**config.mk**
```make
export PLATFORM = sky130hd
export DESIGN_NAME = pll_divider_chain
export DESIGN_NICKNAME = d
export VERILOG_FILES = /design/src/rtl/pll_divider_chain.sv
export SDC_FILE = /design/constraint.sdc
export NUM_CORES = 1
export LEC_CHECK = 0
export ABC_AREA = 0
export CAP_MARGIN = 20
export CORE_ASPECT_RATIO = 0.5
export CORE_MARGIN = 4
export CORE_UTILIZATION = 50
export CTS_BUF_LIST = sky130_fd_sc_hd__clkbuf_4 sky130_fd_sc_hd__clkbuf_8 sky130_fd_sc_hd__clkbuf_16
export CTS_CLUSTER_SIZE = 14
export DETAILED_ROUTE_END_ITERATION = 6
export PLACE_DENSITY_LB_ADDON = 0.25
export SYNTH_ARGS = -nofsm -noshare
export SYNTH_HDL_FRONTEND = slang
export SYNTH_SLANG_ARGS = --single-unit
```
**constraint.sdc**
```tcl
create_clock -name clk -period 3.24 [get_ports clk]
set_input_delay 0.81 -clock clk [delete_from_list [all_inputs] [get_ports clk]]
set_output_delay 0.81 -clock clk [all_outputs]
set_load 0.02 [all_outputs]
```
**src/rtl/pll_divider_chain.sv**
```systemverilog
module pll_divider_chain #(
  parameter int NW          = 12,
  parameter int REF_DIV     = 128,
  parameter int FB_PRE      = 16,
  parameter int N_RESET     = 2365,
  parameter int BAND_STAGES = 4
) (
  input  logic          clk,
  input  logic          rst_n,
  input  logic          stby,
  input  logic          ref_en,
  input  logic          fb_en,
  input  logic [1:0]    xp_sel,
  input  logic          n_wr,
  input  logic [NW-1:0] n_data,
  input  logic [2:0]    band_sel,
  output logic          up,
  output logic          dn,
  output logic          ref_tick,
  output logic          fb_tick,
  output logic          band_clk,
  output logic          n_err
);
  localparam int RW = $clog2(REF_DIV);
  localparam int PW = $clog2(FB_PRE);
  localparam int BW = BAND_STAGES;

  logic [1:0]    xp_cnt, xp_lim;
  logic [RW-1:0] r_cnt;
  logic [PW-1:0] p_cnt;
  logic [NW-1:0] n_cnt, n_cur, n_pend;
  logic [BW-1:0] b_cnt;
  logic          xp_tick, pre_tick, n_last;

  always_comb
    case (xp_sel)
      2'd0:    xp_lim = 2'd0;
      2'd1:    xp_lim = 2'd1;
      default: xp_lim = 2'd3;
    endcase

  assign xp_tick  = !stby && ref_en && (xp_cnt >= xp_lim);
  assign ref_tick = xp_tick && (r_cnt == RW'(REF_DIV - 1));
  assign pre_tick = !stby && fb_en && (p_cnt == PW'(FB_PRE - 1));
  assign n_last   = (n_cnt == n_cur - 1'b1);
  assign fb_tick  = pre_tick && n_last;

  always_ff @(posedge clk or negedge rst_n)
    if (!rst_n) begin
      xp_cnt <= '0;
      r_cnt  <= '0;
    end else if (stby) begin
      xp_cnt <= '0;
      r_cnt  <= '0;
    end else if (ref_en) begin
      xp_cnt <= (xp_cnt >= xp_lim) ? 2'd0 : xp_cnt + 2'd1;
      if (xp_tick)
        r_cnt <= (r_cnt == RW'(REF_DIV - 1)) ? '0 : r_cnt + 1'b1;
    end

  always_ff @(posedge clk or negedge rst_n)
    if (!rst_n) begin
      p_cnt <= '0;
      n_cnt <= '0;
      n_cur <= NW'(N_RESET);
      b_cnt <= '0;
    end else if (stby) begin
      p_cnt <= '0;
      n_cnt <= '0;
      b_cnt <= '0;
    end else if (fb_en) begin
      p_cnt <= (p_cnt == PW'(FB_PRE - 1)) ? '0 : p_cnt + 1'b1;
      b_cnt <= b_cnt + 1'b1;
      if (pre_tick) begin
        if (n_last) begin
          n_cnt <= '0;
          n_cur <= n_pend;
        end else begin
          n_cnt <= n_cnt + 1'b1;
        end
      end
    end

  always_ff @(posedge clk or negedge rst_n)
    if (!rst_n) begin
      n_pend <= NW'(N_RESET);
      n_err  <= 1'b0;
    end else if (n_wr && !stby) begin
      if (n_data == '0) begin
        n_err <= 1'b1;
      end else begin
        n_pend <= n_data;
        n_err  <= 1'b0;
      end
    end

  always_ff @(posedge clk or negedge rst_n)
    if (!rst_n) begin
      up <= 1'b0;
      dn <= 1'b0;
    end else if (stby) begin
      up <= 1'b0;
      dn <= 1'b0;
    end else if (up && dn) begin
      up <= ref_tick;
      dn <= fb_tick;
    end else begin
      up <= up | ref_tick;
      dn <= dn | fb_tick;
    end

  always_comb begin
    band_clk = 1'b0;
    for (int i = 0; i < BW; i++)
      if (int'(band_sel) == i) band_clk = b_cnt[i];
  end
endmodule

```
**Word-level counts from Yosys, hierarchy flattened**

Cells that the tools add are included.

- Register bits: 56
- Memories kept: 0
- Bits in writable memories: 0
- Output and inout port bits: 6
- Bits of input ports: 23
- Memory bits (read-only): 0
- Word-level logic and storage cells: 74
- Bits in latches: 0

- Mux-type cells: 26
- Add/subtract/negate cells: 6
- Div/mod/pow operators: 0
- $mul: 0
- Eq/ne operators: 7
- Bitwise operators: 4
- Reduce and logical (&&, ||, !) cells: 20
- Shift operators: 0
- Magnitude comparators: 1

Operators with widths:

| operator | number |
|---|---|
| $mux W12 | 4 |
| $mux W7 | 4 |
| $mux W4 | 5 |
| $add A12 B1 Y12 const B | 1 |
| $eq A12 B12 Y1 | 1 |
| $logic_not A12 Y1 | 1 |
| $sub A12 B1 Y12 const B | 1 |
| $mux W1 | 9 |
| $add A4 B1 Y4 const B | 2 |
| $logic_and A1 B1 Y1 | 8 |
| $reduce_bool A2 Y1 | 4 |
| $add A7 B1 Y7 const B | 1 |
| $eq A7 B7 Y1 const B | 1 |
| $eq A3 B3 Y1 const B | 2 |
| $mux W2 | 3 |
| $reduce_and A2 Y1 | 3 |
| $eq A4 B4 Y1 const B | 1 |
| $pmux W2 S2 | 1 |
| $reduce_and A4 Y1 | 1 |
| $eq A3 B2 Y1 const B | 1 |
| $logic_not A3 Y1 | 1 |
| $add A2 B1 Y2 const B | 1 |
| $eq A2 B1 Y1 const B | 1 |
| $ge A2 B2 Y1 | 1 |
| 4 further kinds | 6 |

**Logic depth before layout (Yosys ltp)**

Gate-level depths: netlist of run 1.

- Depth in word-level cells: 8
- Mapped depth: 10
- Gate-level depth less buffers: 9

**Worst setup path before layout of run 1**

No wires, ideal clock.

- Kind: reg-to-output
- Start point: register n_cur[0]
- End point: output port fb_tick
- Path buffers: 0
- Stages on the path, launching flop included: 10
- Path slack: -166 ps
- Arrival time: 2596 ps
- Required time: 2430 ps
- Cell sequence: dfstp_2 -> inv_1 -> ha_1 -> nor4b_1 -> nand3_1 -> xnor2_1 -> or4_1 -> nor2_1 -> o21ai_0 -> nor4b_1

- Cells in the longest elaborated chain, start to end: 3

RTL lines:

| item | line | text |
|---|---|---|
| from (decl) | 31 | `logic [NW-1:0] n_cnt, n_cur, n_pend;` |
| from (signal assigned) | 65 | `n_cur <= NW'(N_RESET);` |
| from (signal assigned) | 77 | `n_cur <= n_pend;` |
| $sub A12 B1 Y12 | 45 | `assign n_last = (n_cnt == n_cur - 1'b1);` |
| $eq A12 B12 Y1 | 45 |  |
| $logic_and A1 B1 Y1 | 46 | `assign fb_tick = pre_tick && n_last;` |
| to (decl) | 20 | `output logic fb_tick,` |

Every way passes these cells.

**Final worst setup path of run 1**

- Start point: register n_cur[2]
- End point: output port fb_tick

Same word-level chain as after synthesis.

==> flow_metrics.py, run 1 <==
metrics = {
    "outcome": {
        "outcome": "finished, violations left",
        "violations": "negative setup slack",
    },
    "clock_network": {
        "h-tree-depth": 2,
        "cts_tree": "built",
        "clkSlewWorstSetupHoldPaths_ns": 0.07,
        "worst_skew_pair.late_latency_ns": 0.29,
        "cts_root_buffer": "sky130_fd_sc_hd__clkbuf_16",
        "cts.sinks": 56,
        "cts_max_path_buffers": 2,
        "post-cts-setup-buffer-count": 0,
        "cts-buffers-inserted": 5,
    },
    "worst_setup_path": {
        "critPathMaxStageDelay_ns": 0.40,
        "crit_path_cell_trace": "buf_4, or3_1, or2_4, o211a_1, o31a_1, nor4b_2, buf_4",
        "timing.critical_path.buf_inv": 2,
        "worstSetupStartpointType": "flip-flop",
        "critical-path-top-delay-family": "simple AND/OR/NAND/NOR gates",
        "critPathArrivalTime_ns": 2.44,
        "most_common_cell_type_on_the_critical_path": "sky130_fd_sc_hd__buf_4",
        "critPathMaxFanout": 3,
        "critical_path_required_ns": 2.43,
        "cp_endpoint_kind": "output port",
        "cpMaxStageDelayCell": "sky130_fd_sc_hd__dfstp_2",
        "criticalPathCategory": "flip-flop to output port",
    },
    "detailed_routing": {
        "dr.pass1.iters": 4,
        "remaining_drc_errors": 0,
        "detailroute.via_count": 2520,
        "drt_wl_total_mm": 7.50,
        "postRouteAntennaNets": 0,
        "drtIter0Drc": 182,
        "detail_routed_net_length_per_standard_cell_um": 17.3,
        "vias_per_instance": 5.81,
    },
    "timing": {
        "timing.max_slew.rel_slack": 0.604,
        "layout_min_cycle_time_ns": 3.25,
        "setup_viol_count_final": 1,
        "timing_max_transition_violations_final": 0,
        "final_hold_viol_count": 0,
        "fin_crit_sh": 1.00,
        "worst_slack_ns": -0.00705,
        "worst_clock_skew_ns": 0.00539,
        "worst_slew_pin_slew_ns": 0.590,
        "max_freq_ghz": 0.308,
        "setup_total_negative_slack_ns": -0.00705,
        "rsz_0062_raised_after_global_routing": "yes",
    },
    "min_path": {
        "hp-class": "input pin to async pin",
    },
    "global_route": {
        "grtUsageTotal": 0.213,
        "first_pass_grt_wire_length_mm": 12.9,
        "grt_start_max_net_pins": 23,
        "gr-total-overflow": 0,
        "first_global_vias": 2575,
        "grt_antenna_before_repair": 0,
    },
    "power_and_ir_drop": {
        "power_leakage_nw": 1.83,
        "p_seq_frac": 0.481,
        "clock_power_share": 0.398,
        "comb_power_share": 0.121,
        "power.ir.vdd_worst_uv": 256,
        "switching_share": 0.224,
        "p_total_mw": 1.62,
        "cell_area_power_density_nw_per_um2": 406,
        "netSwitchingPower_mw": 0.363,
        "cellInternalPower_mw": 1.26,
    },
    "place": {
        "place_hpwl_mm": 5.45,
        "routabilityCongestion": 0.822,
        "port_buffers": 28,
    },
    "run": {
        "max_cap_viol_count": 0,
    },
    "synth": {
        "synth_ff_type": "sky130_fd_sc_hd__dfrtp_1",
        "synth_cell_type_count": 50,
        "synth_top_cell_by_area": "sky130_fd_sc_hd__dfrtp_1",
        "synth.top_cell.area_share": 0.342,
        "yosysWarningCount": 0,
        "yosys.area_share.xor_xnor": 0.0570,
        "simple_gate_share_of_the_synthesized_area": 0.205,
        "synth_sequential_area_ratio": 0.461,
        "main_combinational_cell_family_by_area_after_synthesis": "simple AND/OR/NAND/NOR gates",
        "synth_enable_flop_cells": 0,
        "async_set_reset_flop_share_out_of_synthesis": 1.00,
        "synth_compound_gate_area_share": 0.0993,
        "yosys-top-cells-area": "sky130_fd_sc_hd__dfrtp_1 34%, sky130_fd_sc_hd__dfstp_2 12%, sky130_fd_sc_hd__mux2_2 6.6%, sky130_fd_sc_hd__nor2_1 4.5%, sky130_fd_sc_hd__mux2_4 4.4%",
        "post_synth_instance_area_um2": 3080,
        "synthesis.instances": 295,
        "muxShareOfSynthArea": 0.127,
        "synth-seq-cells": 56,
        "synth_fa_ha_area_frac": 0.0285,
        "synthesis.nets": 325,
        "post_synth.cell_area_avg_um2": 10.4,
    },
    "floorplanning": {
        "placement_rows": 19,
        "die_height_um": 63.5,
        "die_area_um2": 7550,
        "area_of_the_core_region_um2": 5710,
        "floorplan.initialDensity": 0.539,
        "chipWidth_um": 119,
        "top_level_ports": 29,
    },
    "finish": {
        "mostFrequentLayoutCells": "42 x sky130_fd_sc_hd__dfrtp_1, 38 x sky130_fd_sc_hd__buf_4, 35 x sky130_fd_sc_hd__nor2_1",
        "mostFrequentLayoutCell": "sky130_fd_sc_hd__dfrtp_1",
        "num-nets-final": 390,
        "final.fill_count": 387,
        "num_antenna_cells": 0,
        "layout-area-overhead-vs-synth_pct": 29.9,
        "final_util": 0.700,
        "final_layout_size_suffix_gt1_frac": 0.327,
    },
}
==> logic make-up (layout without fill, tap and decap cells) <==
kind of cell | count (synthesis) | in the layout
AOI/OAI and AO/OA | 43 | 43
xor gates and xnor gates | 20 | 20
adders and majority gates | 7 | 7
buffers and inverters | 16 | 82
DFF | 56 | 56
muxes | 31 | 31
and+or+nand+nor | 122 | 122
==> through the flow <==
step	instances	setup slack (ns)	area (µm²)	hold WS, ns
final	434	-0.00705	4000	0.452
after global routing	434	-0.0862	4000	0.496
after CTS	434	-0.0220	3960	0.466
after detailed placement	426	-0.669	3700	0.489
after global placement	426	-0.532	3700	0.486
after floorplan	295	0.0862	3080	0.470
==> layout make-up <==
cell class                 instances  area (µm²)  share of cell area
clock buffer                       7         153              0.0382
clock inverter                     1        30.0             0.00751
sequential                        56        1420               0.355
tap                               73        91.3              0.0229
inverter                           8        30.0             0.00751
multi-input combinational        223        1710               0.428
timing repair buffer              66         564               0.141
==> sequential cells by signal, summed over array words and instances, names as in the netlist <==
name and cells:
b_cnt 4, dn 1, n_cnt 12, n_cur 12, n_err 1, n_pend 12
p_cnt 4, r_cnt 7, up 1, xp_cnt 2
==> cell usage after synthesis (2+ instances only) <==
library cell,count
sky130_fd_sc_hd__inv_1,8
sky130_fd_sc_hd__or3_1,4
sky130_fd_sc_hd__nor2b_1,3
sky130_fd_sc_hd__a22o_1,6
sky130_fd_sc_hd__a21o_1,5
sky130_fd_sc_hd__nor3b_1,3
sky130_fd_sc_hd__nor2_1,37
sky130_fd_sc_hd__nand4_1,3
sky130_fd_sc_hd__nand2_1,22
sky130_fd_sc_hd__ha_1,7
sky130_fd_sc_hd__mux2_4,9
sky130_fd_sc_hd__or2_2,3
sky130_fd_sc_hd__xnor2_1,11
sky130_fd_sc_hd__nor4b_1,2
sky130_fd_sc_hd__nor3_1,5
sky130_fd_sc_hd__clkbuf_1,6
sky130_fd_sc_hd__nand3b_1,3
sky130_fd_sc_hd__or2_1,2
sky130_fd_sc_hd__mux2_2,18
sky130_fd_sc_hd__dfstp_2,14
sky130_fd_sc_hd__mux2i_1,3
sky130_fd_sc_hd__o31a_1,2
sky130_fd_sc_hd__nand2b_1,7
sky130_fd_sc_hd__a21oi_1,13
sky130_fd_sc_hd__nand3_1,14
sky130_fd_sc_hd__o21ai_0,6
sky130_fd_sc_hd__nor4_1,6
sky130_fd_sc_hd__or4b_1,2
sky130_fd_sc_hd__xor2_1,9
sky130_fd_sc_hd__dfrtp_1,42
==> final timing paths <==
kind / from / cells after the start / slack, ns / end
min in group clk: n_err / 2 / 0.50 / n_err
worst max-delay path: n_cur[2] / 7 / -0.007 / fb_tick
max in group asynchronous: rst_n / 2 / 2.08 / n_cur[5]
worst max register to register: n_cur[2] / 9 / 0.12 / n_cur[10]
worst min-delay path: rst_n / 1 / 0.45 / p_cnt[3]
worst min register to register: n_err / 2 / 0.50 / n_err
==> power by group through the flow <==
stage	Sequential (mW)	Combinational (mW)	Clock [mW]
after floorplan	0.783	0.0950	0
after global placement	0.788	0.170	0
after detailed placement	0.792	0.182	0
after CTS	0.780	0.196	0.654
after global routing	0.786	0.218	0.684
final	0.781	0.196	0.646
==> per-layer routing <==
metal  share of wire  vias to the layer above  GRT usage
met5               0                        -          0
li1                -                     1179          -
met3           0.053                       13     0.0340
met2            0.50                       81      0.366
met4           0.018                        0     0.0707
met1            0.43                     1247      0.278
==> repair_timing <==
item | CTS | global route
hold buffers | 0 | 0
gates resized for setup | 28 | 12
pin swaps | 5 | 6
setup endpoints to repair | 3 | 15
Power figures use the tool's default switching activity.
==> run 2: changes to the inputs <==
--- a/config.mk
+++ b/config.mk
@@ -14,6 +14,8 @@
 export CTS_CLUSTER_SIZE = 14
 export DETAILED_ROUTE_END_ITERATION = 6
 export PLACE_DENSITY_LB_ADDON = 0.25
+export SLEW_MARGIN = 5
 export SYNTH_ARGS = -nofsm -noshare
 export SYNTH_HDL_FRONTEND = slang
 export SYNTH_SLANG_ARGS = --single-unit
+export TNS_END_PERCENT = 10
==> flow_metrics.py, run 2 (synthesis gave the netlist of run 1 again) <==
metrics = {
    "place": {
        "dp.cells": 426,
        "routabilityCongestion": 0.822,
        "port_buffers": 28,
        "place_hpwl_mm": 5.45,
    },
    "outcome": {
        "violations": "negative setup slack",
        "outcome": "finished, violations left",
    },
    "worst_setup_path": {
        "rrSetupSlack_ns": 0.13,
        "critical_path_required_ns": 2.43,
        "cp_endpoint_kind": "output port",
        "criticalPathCategory": "flip-flop to output port",
        "critPathMaxFanout": 3,
        "worstSetupStartpointType": "flip-flop",
        "critPathArrivalTime_ns": 2.44,
    },
    "finish": {
        "final_layout_size_suffix_gt1_frac": 0.327,
        "num_antenna_cells": 0,
        "layout_top_registers": "n_cnt: 12 flops, n_cur: 12 flops, n_pend: 12 flops",
        "mostFrequentLayoutCells": "42 x sky130_fd_sc_hd__dfrtp_1, 39 x sky130_fd_sc_hd__buf_4, 35 x sky130_fd_sc_hd__nor2_1",
        "final_util": 0.699,
        "post_layout_nonfiller_instances": 434,
        "layout-area-overhead-vs-synth_pct": 29.7,
        "mostFrequentLayoutCell": "sky130_fd_sc_hd__dfrtp_1",
        "num-nets-final": 390,
    },
    "floorplanning": {
        "die_area_um2": 7550,
        "chipWidth_um": 119,
        "area_of_the_core_region_um2": 5710,
        "top_level_ports": 29,
        "die_height_um": 63.5,
        "placement_rows": 19,
        "floorplan.initialDensity": 0.539,
    },
    "clock_network": {
        "cts-buffers-inserted": 5,
        "cts_tree": "built",
        "cts_root_buffer": "sky130_fd_sc_hd__clkbuf_16",
        "clkSlewWorstSetupHoldPaths_ns": 0.07,
        "postCtsHoldBufs": 0,
        "cts.sinks": 56,
        "h-tree-depth": 2,
        "worst_skew_pair.late_latency_ns": 0.29,
        "cts_max_path_buffers": 2,
        "post-cts-setup-buffer-count": 0,
    },
    "detailed_routing": {
        "vias_per_instance": 5.84,
        "detail_routed_net_length_per_standard_cell_um": 17.3,
        "dr.pass1.iters": 4,
        "postRouteAntennaNets": 0,
        "drtIter0Drc": 182,
        "detailroute.via_count": 2534,
        "drt_wl_total_mm": 7.52,
        "remaining_drc_errors": 0,
    },
    "global_route": {
        "gr-max-usage-layer": "met2",
        "grtUsageMet3": 0.0340,
        "global_route.usage.met2": 0.367,
        "grtUsageTotal": 0.213,
        "grt_util_met1": 0.277,
        "grt_start_max_net_pins": 23,
        "first_pass_grt_wire_length_mm": 12.9,
        "first_global_vias": 2577,
        "grt_antenna_before_repair": 0,
        "gr-total-overflow": 0,
    },
    "power_and_ir_drop": {
        "cell_area_power_density_nw_per_um2": 407,
        "power_leakage_nw": 1.82,
        "power.ir.vdd_worst_uv": 255,
    },
    "timing": {
        "hold-worst-slack_ns": 0.453,
        "rsz_0062_raised_after_global_routing": "yes",
        "setup_viol_count_final": 1,
        "layout_min_cycle_time_ns": 3.25,
        "timing_max_transition_violations_final": 0,
        "timing.max_slew.rel_slack": 0.612,
        "fin_crit_sh": 1.00,
        "final_hold_viol_count": 0,
        "worst_slew_pin_slew_ns": 0.579,
        "max_freq_ghz": 0.308,
        "worst_clock_skew_ns": 0.00604,
        "worst_slack_ns": -0.0112,
        "setup_total_negative_slack_ns": -0.0112,
    },
    "min_path": {
        "hp-class": "input pin to async pin",
    },
    "run": {
        "max_cap_viol_count": 0,
    },
}
==> run 2: changes by cell type in the layout (fill, tap and decap cells not counted), sizes merged <==
cell / before / now
dlymetal6s2s: 1 / 0
clkdlybuf4s50: 23 / 24
==> run 2: report_power, final <==
part	switching (mW)	internal, mW	total [mW]
Clock	0.239	0.407	0.646
Combinational	0.0911	0.106	0.197
Sequential	0.0331	0.747	0.780
==> run 2: cell type report <==
| class | instances | area, µm² |
|---|---|---|
| fill | 390 | 1720 |
| multi-input combinational | 223 | 1710 |
| sequential | 56 | 1420 |
| timing repair buffer | 66 | 558 |
| clock buffer | 7 | 153 |
| tap | 73 | 91.3 |
| clock inverter | 1 | 30.0 |
| inverter | 8 | 30.0 |
==> run 2: per-stage QoR <==
step                setup slack, ns  instance area (µm²)  power [mW]
floorplan                    0.0862                 3080       0.878
global placement             -0.532                 3700       0.958
detailed placement           -0.669                 3700       0.974
CTS                         -0.0246                 3960        1.63
global route                -0.0862                 3990        1.69
finish                      -0.0112                 3990        1.62
==> run 2: routing by layer <==
layer / wire length (µm) / up-vias
met1: 3240 / 1261
met5: 0 / -
met3: 413 / 16
li1: - / 1180
met4: 134 / 0
met2: 3740 / 77
==> run 2: what timing repair did <==
item	in CTS	in global routing
resized for setup	27	11
endpoints found under the setup margin	3	15
pin swaps	5	5
==> run 2: path summary, 6_finish.rpt <==
path                          start       end  cells after the start
setup / recovery           n_cur[2]   fb_tick                      7
hold / removal                rst_n  p_cnt[3]                      1
setup reg to reg           n_cur[2]  n_cur[7]                      9
hold reg to reg               n_err     n_err                      2
max in group asynchronous     rst_n  n_cur[5]                      2
min in group clk              n_err     n_err                      2
==> run 2: worst max-delay path, cell delays in order, from the launching register on <==
cell and delay (ns):
sky130_fd_sc_hd__dfstp_2 0.40, sky130_fd_sc_hd__buf_4 0.15, sky130_fd_sc_hd__or3_1 0.39, sky130_fd_sc_hd__or2_4 0.27, sky130_fd_sc_hd__o211a_1 0.22, sky130_fd_sc_hd__o31a_1 0.27
sky130_fd_sc_hd__nor4b_2 0.27, sky130_fd_sc_hd__buf_4 0.18
==> run 3: changes to the inputs <==
--- a/config.mk
+++ b/config.mk
@@ -9,7 +9,7 @@
 export CAP_MARGIN = 20
 export CORE_ASPECT_RATIO = 0.5
 export CORE_MARGIN = 4
-export CORE_UTILIZATION = 50
+export CORE_UTILIZATION = 32
 export CTS_BUF_LIST = sky130_fd_sc_hd__clkbuf_4 sky130_fd_sc_hd__clkbuf_8 sky130_fd_sc_hd__clkbuf_16
 export CTS_CLUSTER_SIZE = 14
 export DETAILED_ROUTE_END_ITERATION = 6
==> flow_metrics.py, run 3 (synthesis gave the netlist of run 1 again) <==
metrics = {
    "outcome": {
        "outcome": "finished, violations left",
        "violations": "negative setup slack",
    },
    "place": {
        "port_buffers": 28,
        "place_hpwl_mm": 5.10,
        "routabilityCongestion": 0.795,
    },
    "global_route": {
        "grt_antenna_before_repair": 0,
        "first_global_vias": 2393,
        "grt_start_max_net_pins": 33,
        "grtUsageTotal": 0.126,
        "gr-total-overflow": 0,
        "first_pass_grt_wire_length_mm": 11.6,
    },
    "detailed_routing": {
        "dr.pass1.iters": 4,
        "vias_per_instance": 4.87,
        "detailroute.via_count": 2381,
        "detail_routed_net_length_per_standard_cell_um": 13.9,
        "drtIter0Drc": 111,
        "postRouteAntennaNets": 0,
        "remaining_drc_errors": 0,
        "drt_wl_total_mm": 6.80,
    },
    "floorplanning": {
        "floorplan.initialDensity": 0.340,
        "die_height_um": 77.3,
        "chipWidth_um": 147,
        "die_area_um2": 11300,
        "top_level_ports": 29,
        "area_of_the_core_region_um2": 9040,
        "placement_rows": 24,
    },
    "worst_setup_path": {
        "worstSetupStartpointType": "flip-flop",
        "critical_path_required_ns": 2.43,
        "critPathArrivalTime_ns": 2.47,
        "crit_path_cell_trace": "buf_4, or3_1, or2_1, o211a_1, o31a_1, nor4b_2, buf_4",
        "critPathMaxStageDelay_ns": 0.39,
        "rrSetupSlack_ns": 0.24,
        "cpMaxStageDelayCell": "sky130_fd_sc_hd__dfstp_2",
        "criticalPathCategory": "flip-flop to output port",
        "cp_endpoint_kind": "output port",
        "most_common_cell_type_on_the_critical_path": "sky130_fd_sc_hd__buf_4",
        "critPathMaxFanout": 8,
    },
    "timing": {
        "layout_min_cycle_time_ns": 3.28,
        "fin_crit_sh": 1.01,
        "worst_slack_ns": -0.0381,
        "setup_total_negative_slack_ns": -0.0381,
        "worst_slew_pin_slew_ns": 0.732,
        "max_freq_ghz": 0.305,
        "final_hold_viol_count": 0,
        "worst_clock_skew_ns": 0.00711,
        "setup_viol_count_final": 1,
        "timing_max_transition_violations_final": 0,
        "timing.max_slew.rel_slack": 0.512,
        "rsz_0062_raised_after_global_routing": "yes",
    },
    "clock_network": {
        "cts.sinks": 56,
        "cts_max_path_buffers": 2,
        "postCtsHoldBufs": 0,
        "worst_skew_pair.late_latency_ns": 0.30,
        "clkSlewWorstSetupHoldPaths_ns": 0.07,
        "cts-buffers-inserted": 5,
        "cts_tree": "built",
        "h-tree-depth": 2,
        "cts_root_buffer": "sky130_fd_sc_hd__clkbuf_16",
    },
    "power_and_ir_drop": {
        "cell_area_power_density_nw_per_um2": 396,
        "p_total_mw": 1.58,
        "power_leakage_nw": 1.81,
        "power.ir.vdd_worst_uv": 188,
    },
    "finish": {
        "final_layout_size_suffix_gt1_frac": 0.292,
        "layout-area-overhead-vs-synth_pct": 29.9,
        "multi_input_area_um2": 1670,
        "layout_top_registers": "n_cnt: 12 flops, n_cur: 12 flops, n_pend: 12 flops",
        "num_antenna_cells": 0,
        "area.sequential_um2": 1420,
        "num-nets-final": 388,
        "mostFrequentLayoutCell": "sky130_fd_sc_hd__dfrtp_1",
        "final.fill_count": 875,
        "mostFrequentLayoutCells": "42 x sky130_fd_sc_hd__dfrtp_1, 37 x sky130_fd_sc_hd__nor2_1, 37 x sky130_fd_sc_hd__buf_4",
    },
    "run": {
        "max_cap_viol_count": 0,
    },
    "min_path": {
        "hp-class": "flip-flop to flip-flop",
    },
}
## run 3: stage by stage
stage / setup WS (ns) / area [µm²] / hold WS (ns) / utilization / cells
final: -0.0381 / 4000 / 0.500 / 0.442 / 489
after global routing: -0.186 / 4000 / 0.528 / 0.442 / 489
after CTS: -0.0467 / 3980 / 0.506 / 0.441 / 489
after detailed placement: -0.638 / 3740 / 0.490 / 0.414 / 480
after global placement: -0.611 / 3740 / 0.476 / 0.414 / 480
after floorplan: 0.0862 / 3080 / 0.470 / - / 295
## run 3: metal layers
metal | GRT usage | wire length [µm] | part of all wire | vias to the layer above
met4 | 0.0422 | 95 | 0.014 | 0
met1 | 0.168 | 3160 | 0.46 | 1166
met3 | 0.0247 | 200 | 0.029 | 8
li1 | - | - | - | 1178
met2 | 0.206 | 3350 | 0.49 | 29
met5 | 0 | 0 | 0 | -
## run 3: critical path: cells and delay by family (launching register included)
kind,cells,cell delay [ns]
buffers and inverters,2,0.33
and+or+nand+nor,3,0.90
DFF,1,0.39
AOI/OAI and AO/OA,2,0.54
## run 3: path summary, 6_finish.rpt
check	startpoint	endpoint	cells after the start
setup reg to reg	n_cur[2]	n_cur[9]	9
min in group asynchronous	rst_n	b_cnt[2]	1
setup / recovery	n_cur[2]	fb_tick	7
hold reg to reg	n_err	n_err	2
max in group asynchronous	rst_n	n_pend[0]	2
hold / removal	n_err	n_err	2
## run 3: what timing repair did
action | 4_1_cts | 5_1_grt
resized for setup | 25 | 3
setup endpoints to repair | 3 | 22
setup buffers | 1 | 0
pin swaps | 1 | 2
## run 3: layout make-up
class	instances	area share
Timing Repair Buffer	64	0.137
Multi-Input combinational cell	223	0.418
Clock inverter	3	0.0106
Tap cell	130	0.0407
Clock buffer	5	0.0313
Inverter	8	0.00751
Sequential cell	56	0.355
## run 3: power breakdown
part           internal [mW]  switching [mW]
sequential             0.747          0.0308
combinational          0.101          0.0844
clock                  0.364           0.257
total                   1.21           0.372
